==> src/rtl/spi_regport_pkg.sv <==
package spi_regport_pkg;

   // transaction phase: command byte first, then data bytes
   typedef enum logic [0:0] {
      PH_CMD  = 1'b0,
      PH_DATA = 1'b1
   } phase_t;

endpackage

==> src/rtl/spi_regport_sync.sv <==
module spi_regport_sync #(
   parameter int               WIDTH   = 3,
   parameter int               STAGES  = 2,
   parameter logic [WIDTH-1:0] RST_VAL = '0
) (
   input  logic             clk,
   input  logic             rst_n,
   input  logic [WIDTH-1:0] din,
   output logic [WIDTH-1:0] dout
);

   generate
      if (STAGES < 2) begin : g_bad_stages
         $error("spi_regport_sync: STAGES must be at least 2");
      end
   endgenerate

   logic [STAGES-1:0][WIDTH-1:0] stg;

   always_ff @(posedge clk or negedge rst_n) begin
      if (!rst_n) stg <= {STAGES{RST_VAL}};
      else        stg <= {stg[STAGES-2:0], din};
   end

   assign dout = stg[STAGES-1];

endmodule

==> src/rtl/spi_regport_shifter.sv <==
module spi_regport_shifter #(
   parameter int DATA_W = 8
) (
   input  logic              clk,
   input  logic              rst_n,
   input  logic              sclk_s,
   input  logic              cs_s,
   input  logic              sdi_s,
   input  logic [DATA_W-1:0] tx_next,
   output logic              byte_done,
   output logic [DATA_W-1:0] rx_byte,
   output logic              sdo_bit
);

   localparam int                CNT_W = $clog2(DATA_W);
   localparam logic [CNT_W-1:0] LAST  = CNT_W'(DATA_W - 1);

   logic              sclk_q;
   logic              rise, fall;
   logic [CNT_W-1:0]  bit_cnt;
   logic [DATA_W-2:0] rx_sh;
   logic [DATA_W-1:0] tx_sh;

   assign rise = sclk_s & ~sclk_q;
   assign fall = ~sclk_s & sclk_q;

   always_ff @(posedge clk or negedge rst_n) begin
      if (!rst_n) begin
         sclk_q  <= 1'b0;
         bit_cnt <= '0;
         rx_sh   <= '0;
         tx_sh   <= '0;
      end else begin
         sclk_q <= sclk_s;
         if (cs_s) begin
            bit_cnt <= '0;
            tx_sh   <= '0;
         end else begin
            if (rise) begin
               rx_sh   <= {rx_sh[DATA_W-3:0], sdi_s};
               bit_cnt <= (bit_cnt == LAST) ? '0 : bit_cnt + 1'b1;
            end
            if (fall) begin
               // byte boundary: present the prepared byte, else shift
               if (bit_cnt == '0) tx_sh <= tx_next;
               else               tx_sh <= {tx_sh[DATA_W-2:0], 1'b0};
            end
         end
      end
   end

   assign byte_done = ~cs_s & rise & (bit_cnt == LAST);
   assign rx_byte   = {rx_sh, sdi_s};
   assign sdo_bit   = tx_sh[DATA_W-1];

   // deselect clears any partial byte
   p_abort_clear_r9: assert property (@(posedge clk) disable iff (!rst_n)
      cs_s |=> (bit_cnt == '0));

   // a completed byte is reported for exactly one cycle
   p_done_pulse_r1: assert property (@(posedge clk) disable iff (!rst_n)
      byte_done |=> !byte_done);

endmodule

==> src/rtl/spi_regport_ctrl.sv <==
module spi_regport_ctrl
   import spi_regport_pkg::*;
#(
   parameter int DATA_W  = 8,
   parameter int SENS_LO = 32,
   parameter int SENS_HI = 47
) (
   input  logic              clk,
   input  logic              rst_n,
   input  logic              cs_s,
   input  logic              byte_done,
   input  logic [DATA_W-1:0] rx_byte,
   input  logic              fast_mode,
   input  logic [DATA_W-1:0] reg_rdata,
   output logic [DATA_W-2:0] reg_addr,
   output logic              reg_wr,
   output logic [DATA_W-1:0] reg_wdata,
   output logic              reg_rd,
   output logic [DATA_W-1:0] tx_next
);

   localparam int ADDR_W = DATA_W - 1;
   localparam int ADDR_MAX = (1 << ADDR_W) - 1;

   phase_t            phase;
   logic              is_read;
   logic              rd_pend, rd_ok;
   logic              wr_pend, wr_go;
   logic [ADDR_W-1:0] addr_q, nxt_addr;
   logic [DATA_W-1:0] wdata_q, tx_q;
   logic              lo_ok, hi_ok, win_ok;

   assign nxt_addr = (phase == PH_CMD) ? rx_byte[ADDR_W-1:0] : addr_q + 1'b1;

   // window bounds that cover the full range need no comparator
   generate
      if (SENS_LO == 0) begin : g_lo_open
         assign lo_ok = 1'b1;
      end else begin : g_lo_cmp
         assign lo_ok = (nxt_addr >= ADDR_W'(SENS_LO));
      end
      if (SENS_HI >= ADDR_MAX) begin : g_hi_open
         assign hi_ok = 1'b1;
      end else begin : g_hi_cmp
         assign hi_ok = (nxt_addr <= ADDR_W'(SENS_HI));
      end
   endgenerate

   assign win_ok = lo_ok & hi_ok;

   always_ff @(posedge clk or negedge rst_n) begin
      if (!rst_n) begin
         phase   <= PH_CMD;
         is_read <= 1'b0;
         rd_pend <= 1'b0;
         rd_ok   <= 1'b0;
         wr_pend <= 1'b0;
         wr_go   <= 1'b0;
         addr_q  <= '0;
         wdata_q <= '0;
         tx_q    <= '0;
      end else begin
         rd_pend <= 1'b0;
         wr_pend <= 1'b0;
         if (rd_pend) tx_q <= rd_ok ? reg_rdata : '0;
         if (wr_pend) addr_q <= addr_q + 1'b1;
         if (cs_s) begin
            phase <= PH_CMD;
         end else if (byte_done) begin
            if (phase == PH_CMD) begin
               phase   <= PH_DATA;
               is_read <= rx_byte[DATA_W-1];
               addr_q  <= nxt_addr;
               tx_q    <= '0;
               if (rx_byte[DATA_W-1]) begin
                  rd_pend <= 1'b1;
                  rd_ok   <= ~fast_mode | win_ok;
               end
            end else if (is_read) begin
               addr_q  <= nxt_addr;
               rd_pend <= 1'b1;
               rd_ok   <= ~fast_mode | win_ok;
            end else begin
               wr_pend <= 1'b1;
               wr_go   <= ~fast_mode;
               wdata_q <= rx_byte;
            end
         end
      end
   end

   assign reg_rd    = rd_pend & rd_ok;
   assign reg_wr    = wr_pend & wr_go;
   assign reg_addr  = addr_q;
   assign reg_wdata = wdata_q;
   assign tx_next   = tx_q;

   p_no_wr_fast_r7: assert property (@(posedge clk) disable iff (!rst_n)
      reg_wr |-> !$past(fast_mode));

   p_rd_window_r8: assert property (@(posedge clk) disable iff (!rst_n)
      (reg_rd && $past(fast_mode)) |->
         (int'(reg_addr) >= SENS_LO && int'(reg_addr) <= SENS_HI));

   p_rd_wr_excl_r2: assert property (@(posedge clk) disable iff (!rst_n)
      !(reg_rd && reg_wr));

   p_wr_step_r3: assert property (@(posedge clk) disable iff (!rst_n)
      reg_wr |=> (reg_addr == $past(reg_addr) + 1'b1));

endmodule

==> src/rtl/spi_regport.sv <==
module spi_regport #(
   parameter int DATA_W      = 8,
   parameter int SYNC_STAGES = 2,
   parameter int SENS_LO     = 32,
   parameter int SENS_HI     = 47
) (
   input  logic              clk,
   input  logic              rst_n,
   input  logic              spi_sclk,
   input  logic              spi_cs_n,
   input  logic              spi_sdi,
   input  logic              fast_mode,
   output logic              spi_sdo,
   output logic              spi_sdo_en,
   output logic              i2c_sel,
   output logic [DATA_W-2:0] reg_addr,
   output logic              reg_wr,
   output logic [DATA_W-1:0] reg_wdata,
   output logic              reg_rd,
   input  logic [DATA_W-1:0] reg_rdata
);

   generate
      if (DATA_W < 4) begin : g_bad_width
         $error("spi_regport: DATA_W must be at least 4");
      end
      if (SENS_LO > SENS_HI || SENS_HI >= (1 << (DATA_W - 1))) begin : g_bad_window
         $error("spi_regport: sensor window out of range");
      end
   endgenerate

   logic              sclk_s, cs_s, sdi_s;
   logic              byte_done, sdo_bit;
   logic [DATA_W-1:0] rx_byte, tx_next;

   spi_regport_sync #(
      .WIDTH   (3),
      .STAGES  (SYNC_STAGES),
      .RST_VAL (3'b010)
   ) u_sync (
      .clk   (clk),
      .rst_n (rst_n),
      .din   ({spi_sclk, spi_cs_n, spi_sdi}),
      .dout  ({sclk_s, cs_s, sdi_s})
   );

   spi_regport_shifter #(
      .DATA_W (DATA_W)
   ) u_shift (
      .clk       (clk),
      .rst_n     (rst_n),
      .sclk_s    (sclk_s),
      .cs_s      (cs_s),
      .sdi_s     (sdi_s),
      .tx_next   (tx_next),
      .byte_done (byte_done),
      .rx_byte   (rx_byte),
      .sdo_bit   (sdo_bit)
   );

   spi_regport_ctrl #(
      .DATA_W  (DATA_W),
      .SENS_LO (SENS_LO),
      .SENS_HI (SENS_HI)
   ) u_ctrl (
      .clk       (clk),
      .rst_n     (rst_n),
      .cs_s      (cs_s),
      .byte_done (byte_done),
      .rx_byte   (rx_byte),
      .fast_mode (fast_mode),
      .reg_rdata (reg_rdata),
      .reg_addr  (reg_addr),
      .reg_wr    (reg_wr),
      .reg_wdata (reg_wdata),
      .reg_rd    (reg_rd),
      .tx_next   (tx_next)
   );

   assign i2c_sel    = cs_s;
   assign spi_sdo_en = ~cs_s;
   assign spi_sdo    = sdo_bit & ~cs_s;

   // strobes only follow a completed byte, never while deselected long
   p_no_strobe_idle_r9: assert property (@(posedge clk) disable iff (!rst_n)
      ($past(cs_s) && cs_s && $past(cs_s, 2)) |-> !(reg_wr || reg_rd) || $past(byte_done) == 1'b0);

endmodule

==> config.mk <==
export PLATFORM = sky130hd
export DESIGN_NAME = spi_regport
export DESIGN_NICKNAME = d
export VERILOG_FILES = /design/src/rtl/spi_regport_pkg.sv /design/src/rtl/spi_regport_sync.sv /design/src/rtl/spi_regport_shifter.sv /design/src/rtl/spi_regport_ctrl.sv /design/src/rtl/spi_regport.sv
export SDC_FILE = /design/constraint.sdc
export NUM_CORES = 1
export LEC_CHECK = 0
export BUFFER_PORTS_ARGS = -buffer_cell sky130_fd_sc_hd__buf_2
export CORE_ASPECT_RATIO = 0.6
export CORE_MARGIN = 2
export CORE_UTILIZATION = 30
export DETAILED_ROUTE_END_ITERATION = 10
export GPL_TIMING_DRIVEN = 0
export PLACE_DENSITY_LB_ADDON = 0.25
export SYNTH_ARGS = -nofsm -noshare
export SYNTH_HDL_FRONTEND = slang
export SYNTH_SLANG_ARGS = --single-unit
==> constraint.sdc <==
create_clock -name clk -period 2.65 [get_ports clk]
set_input_delay 0.53 -clock clk [delete_from_list [all_inputs] [get_ports clk]]
set_output_delay 0.53 -clock clk [all_outputs]
set_load 0.02 [all_outputs]
**Word-level counts from Yosys, hierarchy flattened**

Index checks and enable logic that the tools add are counted.

- Output and inout bits: 20
- Register bits after elaboration: 54

- Add/sub/neg operators: 2
- $lt $le $gt $ge: 2
- Eq/ne operators: 2
- Reduce and logical (&&, ||, !) cells: 9
- Mux-type cells: 31
- Bitwise logic cells: 15

Operator list:

| cell | number |
|---|---|
| 8-bit 2-to-1 mux | 8 |
| 7-bit 2-to-1 mux | 6 |
| 1-bit 2-to-1 mux | 14 |
| 3-bit 2-to-1 mux | 3 |
| 1-bit AND | 8 |
| 4-bit AND reduction | 2 |
| 2-bit nonzero test | 4 |
| 7-bit by 1-bit adder with 7-bit output (second input constant) | 1 |
| 7-bit by 6-bit greater-or-equal comparator with 1-bit output (second input constant) | 1 |
| 7-bit by 6-bit <= comparator with 1-bit output (second input constant) | 1 |
| 1-bit NOT | 6 |
| 3-bit by 1-bit adder with 3-bit output (second input constant) | 1 |
| 3-bit equality test (second input constant) | 1 |
| 3-bit logical NOT | 1 |
| 3-bit AND reduction | 1 |
| 2-bit inequality test (second input constant) | 1 |
| 2-bit AND reduction | 1 |
| 1-bit OR | 1 |

**Depth between registers and ports, before layout**

- Depth after elaboration: 7
- Gate-level depth with buffers: 8

**By module**

From an unflattened synthesis, not the netlist that was laid out.

- Cells, all modules: 225
- Area, all modules: 2592.5 sq um

By module, submodules not included:

| module | times used | cells each | area each (sq um) | seq. area each (sq um) |
|---|---|---|---|---|
| spi_regport_ctrl | 1 | 148 | 1502.7 | 725.7 |
| spi_regport_shifter | 1 | 66 | 904.6 | 475.5 |
| spi_regport_sync | 1 | 9 | 175.2 | 152.6 |
| spi_regport | 1 | 2 | 10.0 | 0.0 |

**Least setup slack after synthesis**

OpenSTA, ideal clock, no wires.

- Path kind: reg-to-reg
- From: register u_shift.bit_cnt[0]
- To: register u_ctrl.addr_q[2] (netlist: u_ctrl.reg_addr[2])
- Slack: 0.805 ns
- Clock period less this slack: 1.845 ns
- Stages on the path, launching flop included: 8
- Arrival time: 1.780 ns
- Setup time: 0.066 ns
- Cells stage by stage: dfrtp_1 > ha_1 > ha_1 > nor4bb_1 > clkbuf_1 > a21oi_1 > mux2_2 > nand2_1

- Word-level cells in the longest chain between the ends: 4

Ends and longest elaborated chain:

| element | line | source |
|---|---|---|
| from (decl) | spi_regport_shifter.sv:20 | `logic [CNT_W-1:0] bit_cnt;` |
| from (signal assigned) | spi_regport_shifter.sv:41 | `bit_cnt <= (bit_cnt == LAST) ? '0 : bit_cnt + 1'b1;` |
| 3-bit equality test | spi_regport_shifter.sv:52 | `assign byte_done = ~cs_s & rise & (bit_cnt == LAST);` |
| 1-bit AND | spi_regport_shifter.sv:52 |  |
| 7-bit 2-to-1 mux | spi_regport_ctrl.sv:69 | `end else if (byte_done) begin` |
| 7-bit 2-to-1 mux | spi_regport_ctrl.sv:67 | `if (cs_s) begin` |
| to (signal assigned) | spi_regport_ctrl.sv:66 | `if (wr_pend) addr_q <= addr_q + 1'b1;` |
| to (signal assigned) | spi_regport_ctrl.sv:73 | `addr_q <= nxt_addr;` |
| to (signal assigned) | spi_regport_ctrl.sv:80 | `addr_q <= nxt_addr;` |
| to (decl) | spi_regport_ctrl.sv:29 | `logic [ADDR_W-1:0] addr_q, nxt_addr;` |

Every way passes these cells.
A chain may end at the register's enable or synchronous reset.

**Worst setup path after layout**

- From: register u_shift.bit_cnt[0]
- To: register u_ctrl.addr_q[3] (netlist: u_ctrl.reg_addr[3])

The elaborated chain is that of the path after synthesis.

==> flow_results.xml <==
<?xml version="1.0" encoding="UTF-8"?>
<metrics>
  <group name="layout">
    <metric name="antenna_cells" unit="">0</metric>
    <metric name="most_common_cell_after_layout_fill_and_taps_aside" unit="">sky130_fd_sc_hd__dfrtp_1</metric>
    <metric name="syn_to_final_growth" unit="%">19.30</metric>
    <metric name="layout-drive-gt1-share" unit="%">24.81</metric>
    <metric name="layout.nets" unit="">279</metric>
    <metric name="postLayoutCellArea" unit="mm2">0.002932</metric>
    <metric name="top_library_cells_by_usage_in_the_layout_fill_and_taps_aside" unit="">sky130_fd_sc_hd__dfrtp_1 (52), sky130_fd_sc_hd__buf_2 (34), sky130_fd_sc_hd__mux2_2 (20), sky130_fd_sc_hd__nor2_1 (19), sky130_fd_sc_hd__a21oi_1 (18)</metric>
  </group>
  <group name="global_route">
    <metric name="grt.met1_usage" unit="%">21.37</metric>
    <metric name="busiest_layer" unit="">met1</metric>
    <metric name="met3_usage" unit="%">3.681</metric>
    <metric name="grt.overflow.total" unit="">0</metric>
    <metric name="groute.layer.met2.usage" unit="%">17.29</metric>
    <metric name="wire_length_of_the_first_global_routing_pass" unit="um">9101</metric>
    <metric name="grt_max_degree" unit="">55</metric>
    <metric name="globalRouteTotalUtil" unit="%">13.44</metric>
    <metric name="grt_pass1_vias" unit="">1693</metric>
    <metric name="antenna_violations_before_repair" unit="">0</metric>
  </group>
  <group name="timing">
    <metric name="hold_violations" unit="">0</metric>
    <metric name="report.final.slew_viol_count" unit="">0</metric>
    <metric name="timing.final.crit_share" unit="%">89.59</metric>
    <metric name="clock_skew" unit="ns">0.008556</metric>
    <metric name="report.final.setup_viol" unit="">0</metric>
    <metric name="final_critical_period" unit="ns">2.374</metric>
    <metric name="timing.fmax" unit="MHz">421.2</metric>
    <metric name="timing.setup.tns" unit="ns">0</metric>
    <metric name="slew_headroom" unit="%">19.41</metric>
    <metric name="grt_setup_unrepaired" unit="">false</metric>
    <metric name="tightest_slew" unit="ns">1.209</metric>
  </group>
  <group name="clock_network">
    <metric name="tritoncts.num_buffers" unit="">5</metric>
    <metric name="cts_resized" unit="">0</metric>
    <metric name="htreeDepth" unit="">2</metric>
    <metric name="clock_latency" unit="ns">0.30</metric>
    <metric name="tritoncts_clock_tree" unit="">built</metric>
    <metric name="post-cts-setup-buffer-count" unit="">0</metric>
    <metric name="cts_hold_repair.buffers" unit="">0</metric>
    <metric name="cts-root-to-sink-buffers" unit="">2</metric>
    <metric name="clock_pin_slew_on_the_worst_setup_and_hold_paths" unit="ns">0.08</metric>
    <metric name="master_cell_of_the_clock_root_buffer" unit="">sky130_fd_sc_hd__clkbuf_16</metric>
    <metric name="clock_sinks" unit="">54</metric>
  </group>
  <group name="placement">
    <metric name="detailed_place_hpwl" unit="um">3847</metric>
    <metric name="area_after_detailed_placement" unit="mm2">0.002758</metric>
    <metric name="gp_routability_congestion" unit="">0.8427</metric>
    <metric name="io_buffers" unit="">33</metric>
  </group>
  <group name="synth">
    <metric name="synth_area" unit="mm2">0.002457</metric>
    <metric name="share_of_flip_flops_with_an_asynchronous_set_or_reset" unit="%">100.0</metric>
    <metric name="synth_cell_type_count" unit="">37</metric>
    <metric name="ys_seq_elements" unit="">54</metric>
    <metric name="synth.net_count" unit="">239</metric>
    <metric name="yosysSeqAreaShare" unit="%">55.09</metric>
    <metric name="synth.largest_area_cell" unit="">sky130_fd_sc_hd__dfrtp_1</metric>
    <metric name="yosys_warnings" unit="">0</metric>
    <metric name="ys.flop_type" unit="">sky130_fd_sc_hd__dfrtp_1</metric>
    <metric name="synth.area.top_cells" unit="">sky130_fd_sc_hd__dfrtp_1 (53%), sky130_fd_sc_hd__mux2_2 (9.2%), sky130_fd_sc_hd__mux2i_1 (5.7%)</metric>
    <metric name="syn_avg_cell_area" unit="um2">11.12</metric>
    <metric name="number_of_instances_in_the_synthesized_netlist" unit="">221</metric>
    <metric name="post_synth_top_area_share" unit="%">52.95</metric>
    <metric name="synth-edff-count" unit="">0</metric>
  </group>
  <group name="setup_path">
    <metric name="timing.reg2reg.setup_slack" unit="ns">0.28</metric>
    <metric name="timing.critical_path.slowest_cell_delay" unit="ns">0.47</metric>
    <metric name="cp_data_arrival_time" unit="ns">2.54</metric>
    <metric name="worstPathMaxFanout" unit="">10</metric>
    <metric name="timing.critical_path.required" unit="ns">2.81</metric>
    <metric name="timing.critical_path.buf_inv" unit="">2</metric>
    <metric name="endpoint_kind" unit="">register</metric>
    <metric name="delay_heaviest_family_cp" unit="">buffers and inverters</metric>
    <metric name="critical_path.cell_chain" unit="">ha_1 &gt; ha_1 &gt; nand4bb_1 &gt; clkbuf_1 &gt; nor2_1 &gt; clkbuf_1 &gt; o21ai_0</metric>
    <metric name="cpMaxStageDelayCell" unit="">sky130_fd_sc_hd__clkbuf_1</metric>
    <metric name="timing.critical_path.from_type" unit="">register</metric>
    <metric name="timing_worst_setup_path_type" unit="">reg -&gt; reg</metric>
  </group>
  <group name="power">
    <metric name="powerDensity" unit="mW/mm2">644.4</metric>
    <metric name="seq_power_share" unit="%">50.6</metric>
    <metric name="clock_share_of_power" unit="%">41.2</metric>
    <metric name="swShare" unit="%">25.37</metric>
    <metric name="internal_power" unit="mW">1.410</metric>
    <metric name="power.static_leakage" unit="nW">1.392</metric>
    <metric name="max-vdd-ir-drop" unit="mV">0.2624</metric>
    <metric name="comb_power_share" unit="%">8.2</metric>
    <metric name="net-switching-power" unit="uW">479.3</metric>
  </group>
  <group name="detailed_routing">
    <metric name="dr.first_iter.drc_count" unit="">131</metric>
    <metric name="drcViolationCount" unit="">0</metric>
    <metric name="vias_per_cell" unit="">4.735</metric>
    <metric name="drt-pass1-iter-count" unit="">4</metric>
    <metric name="post_drt_wl_per_cell" unit="um">14.80</metric>
    <metric name="routed_wirelength" unit="um">5476</metric>
    <metric name="remaining_antenna_violation_count_after_routing" unit="">0</metric>
    <metric name="detailroute.via_count" unit="">1752</metric>
  </group>
  <group name="run">
    <metric name="max_cap_violations" unit="">0</metric>
  </group>
  <group name="die">
    <metric name="die_h" unit="um">74.11</metric>
    <metric name="initial_core_util" unit="%">31.05</metric>
    <metric name="num_rows" unit="">25</metric>
    <metric name="dieWidth" unit="um">120.8</metric>
    <metric name="boundaryPins" unit="">34</metric>
    <metric name="floorplan.core_area" unit="mm2">0.007914</metric>
    <metric name="floorplan.die_area" unit="mm2">0.008955</metric>
  </group>
  <group name="status">
    <metric name="status" unit="">completed</metric>
  </group>
  <group name="min_path">
    <metric name="class_of_the_tightest_hold_or_removal_check" unit="">in -&gt; reg</metric>
  </group>
</metrics>
## worst register-to-register path, stage by stage, from the launching register on
cell and delay, ns:
sky130_fd_sc_hd__dfrtp_1 0.40, sky130_fd_sc_hd__ha_1 0.17, sky130_fd_sc_hd__ha_1 0.22, sky130_fd_sc_hd__nand4bb_1 0.11, sky130_fd_sc_hd__clkbuf_1 0.24, sky130_fd_sc_hd__nor2_1 0.45, sky130_fd_sc_hd__clkbuf_1 0.47, sky130_fd_sc_hd__o21ai_0 0.17
## area by class of cell
class                           instances  area, um2
Fill cell                             803       4982
Sequential cell                        54       1354
Multi-Input combinational cell        146       1023
Timing Repair Buffer                   33      165.2
Tap cell                              108      135.1
Clock buffer                            5      125.1
Clock inverter                          3      48.80
Inverter                               12      45.04
Buffer                                  9      35.03
## through the flow
| step | worst slack [ns] | utilization, % | hold WS, ns | cells | power [mW] |
|---|---|---|---|---|---|
| finish | 0.2757 | 37.04 | 0.3345 | 370 | 1.889 |
| global route | 0.05475 | 37.04 | 0.3219 | 370 | 1.977 |
| CTS | 0.2741 | 37.04 | 0.3278 | 370 | 1.910 |
| detailed placement | 0.2991 | 34.85 | 0.3472 | 362 | 1.128 |
| global placement | 0.3009 | 34.85 | 0.3341 | 362 | 1.126 |
| floorplan | 0.8049 | - | 0.2344 | 221 | 1.046 |
## sequential cells by signal (all words and copies together), names as in the netlist
| signal | flops |
|---|---|
| u_ctrl.rd_pend | 1 |
| u_shift.tx_sh | 8 |
| u_ctrl.phase | 1 |
| u_ctrl.wr_go | 1 |
| u_shift.rx_sh | 7 |
| u_ctrl.wr_pend | 1 |
| u_sync.dout | 3 |
| u_ctrl.reg_addr | 7 |
| u_shift.bit_cnt | 3 |
| u_ctrl.rd_ok | 1 |
| u_shift.sclk_q | 1 |
| u_ctrl.reg_wdata | 8 |
| u_ctrl.tx_next | 8 |
| u_ctrl.is_read | 1 |
| u_sync.stg | 3 |
## cells by family after synthesis
kind of cell / after synthesis / share of synthesized area [%]
DFF: 54 / 55.09
buffers and inverters: 21 / 3.258
muxes: 34 / 14.87
xor gates and xnor gates: 2 / 0.7130
adders and majority gates: 4 / 2.037
AOI/OAI and AO/OA: 44 / 10.80
and+or+nand+nor: 62 / 13.24
## metal layers
| metal | share of wire, % | up-vias |
|---|---|---|
| met5 | 0 | - |
| met4 | 1.3 | 0 |
| met3 | 6.2 | 8 |
| met2 | 37 | 46 |
| met1 | 55 | 843 |
| li1 | - | 855 |
## path summary, 6_finish.rpt
path | depth (start not counted) | start | end
max | 7 | u_shift.bit_cnt[0] | u_ctrl.reg_addr[3]
min | 1 | spi_sclk | u_sync.stg[2]
max reg2reg | 7 | u_shift.bit_cnt[0] | u_ctrl.reg_addr[3]
min reg2reg | 0 | u_sync.stg[1] | u_sync.dout[1]
max in group asynchronous | 1 | rst_n | u_ctrl.reg_addr[6]
min in group asynchronous | 1 | rst_n | u_ctrl.tx_next[3]
## power groups by stage
stage | registers, mW | clock network (mW) | logic, mW
after CTS | 0.955 | 0.798 | 0.158
after detailed placement | 0.972 | 0 | 0.157
final | 0.955 | 0.778 | 0.156
after floorplan | 0.945 | 0 | 0.101
after global placement | 0.970 | 0 | 0.156
after global routing | 0.965 | 0.836 | 0.177
## synthesized netlist by cell type (all sizes together) (2+ instances only)
library cell	instances
nand2	14
o21ai	12
nor2	19
dfstp	2
nor2b	9
dfrtp	52
a21oi	18
nand4	2
clkbuf	8
and2	3
ha	4
o21a	2
nor3	3
inv	12
mux2	20
nand2b	5
mux2i	14
nand3	2
o2111ai	2
Power figures use the tool's default switching activity.
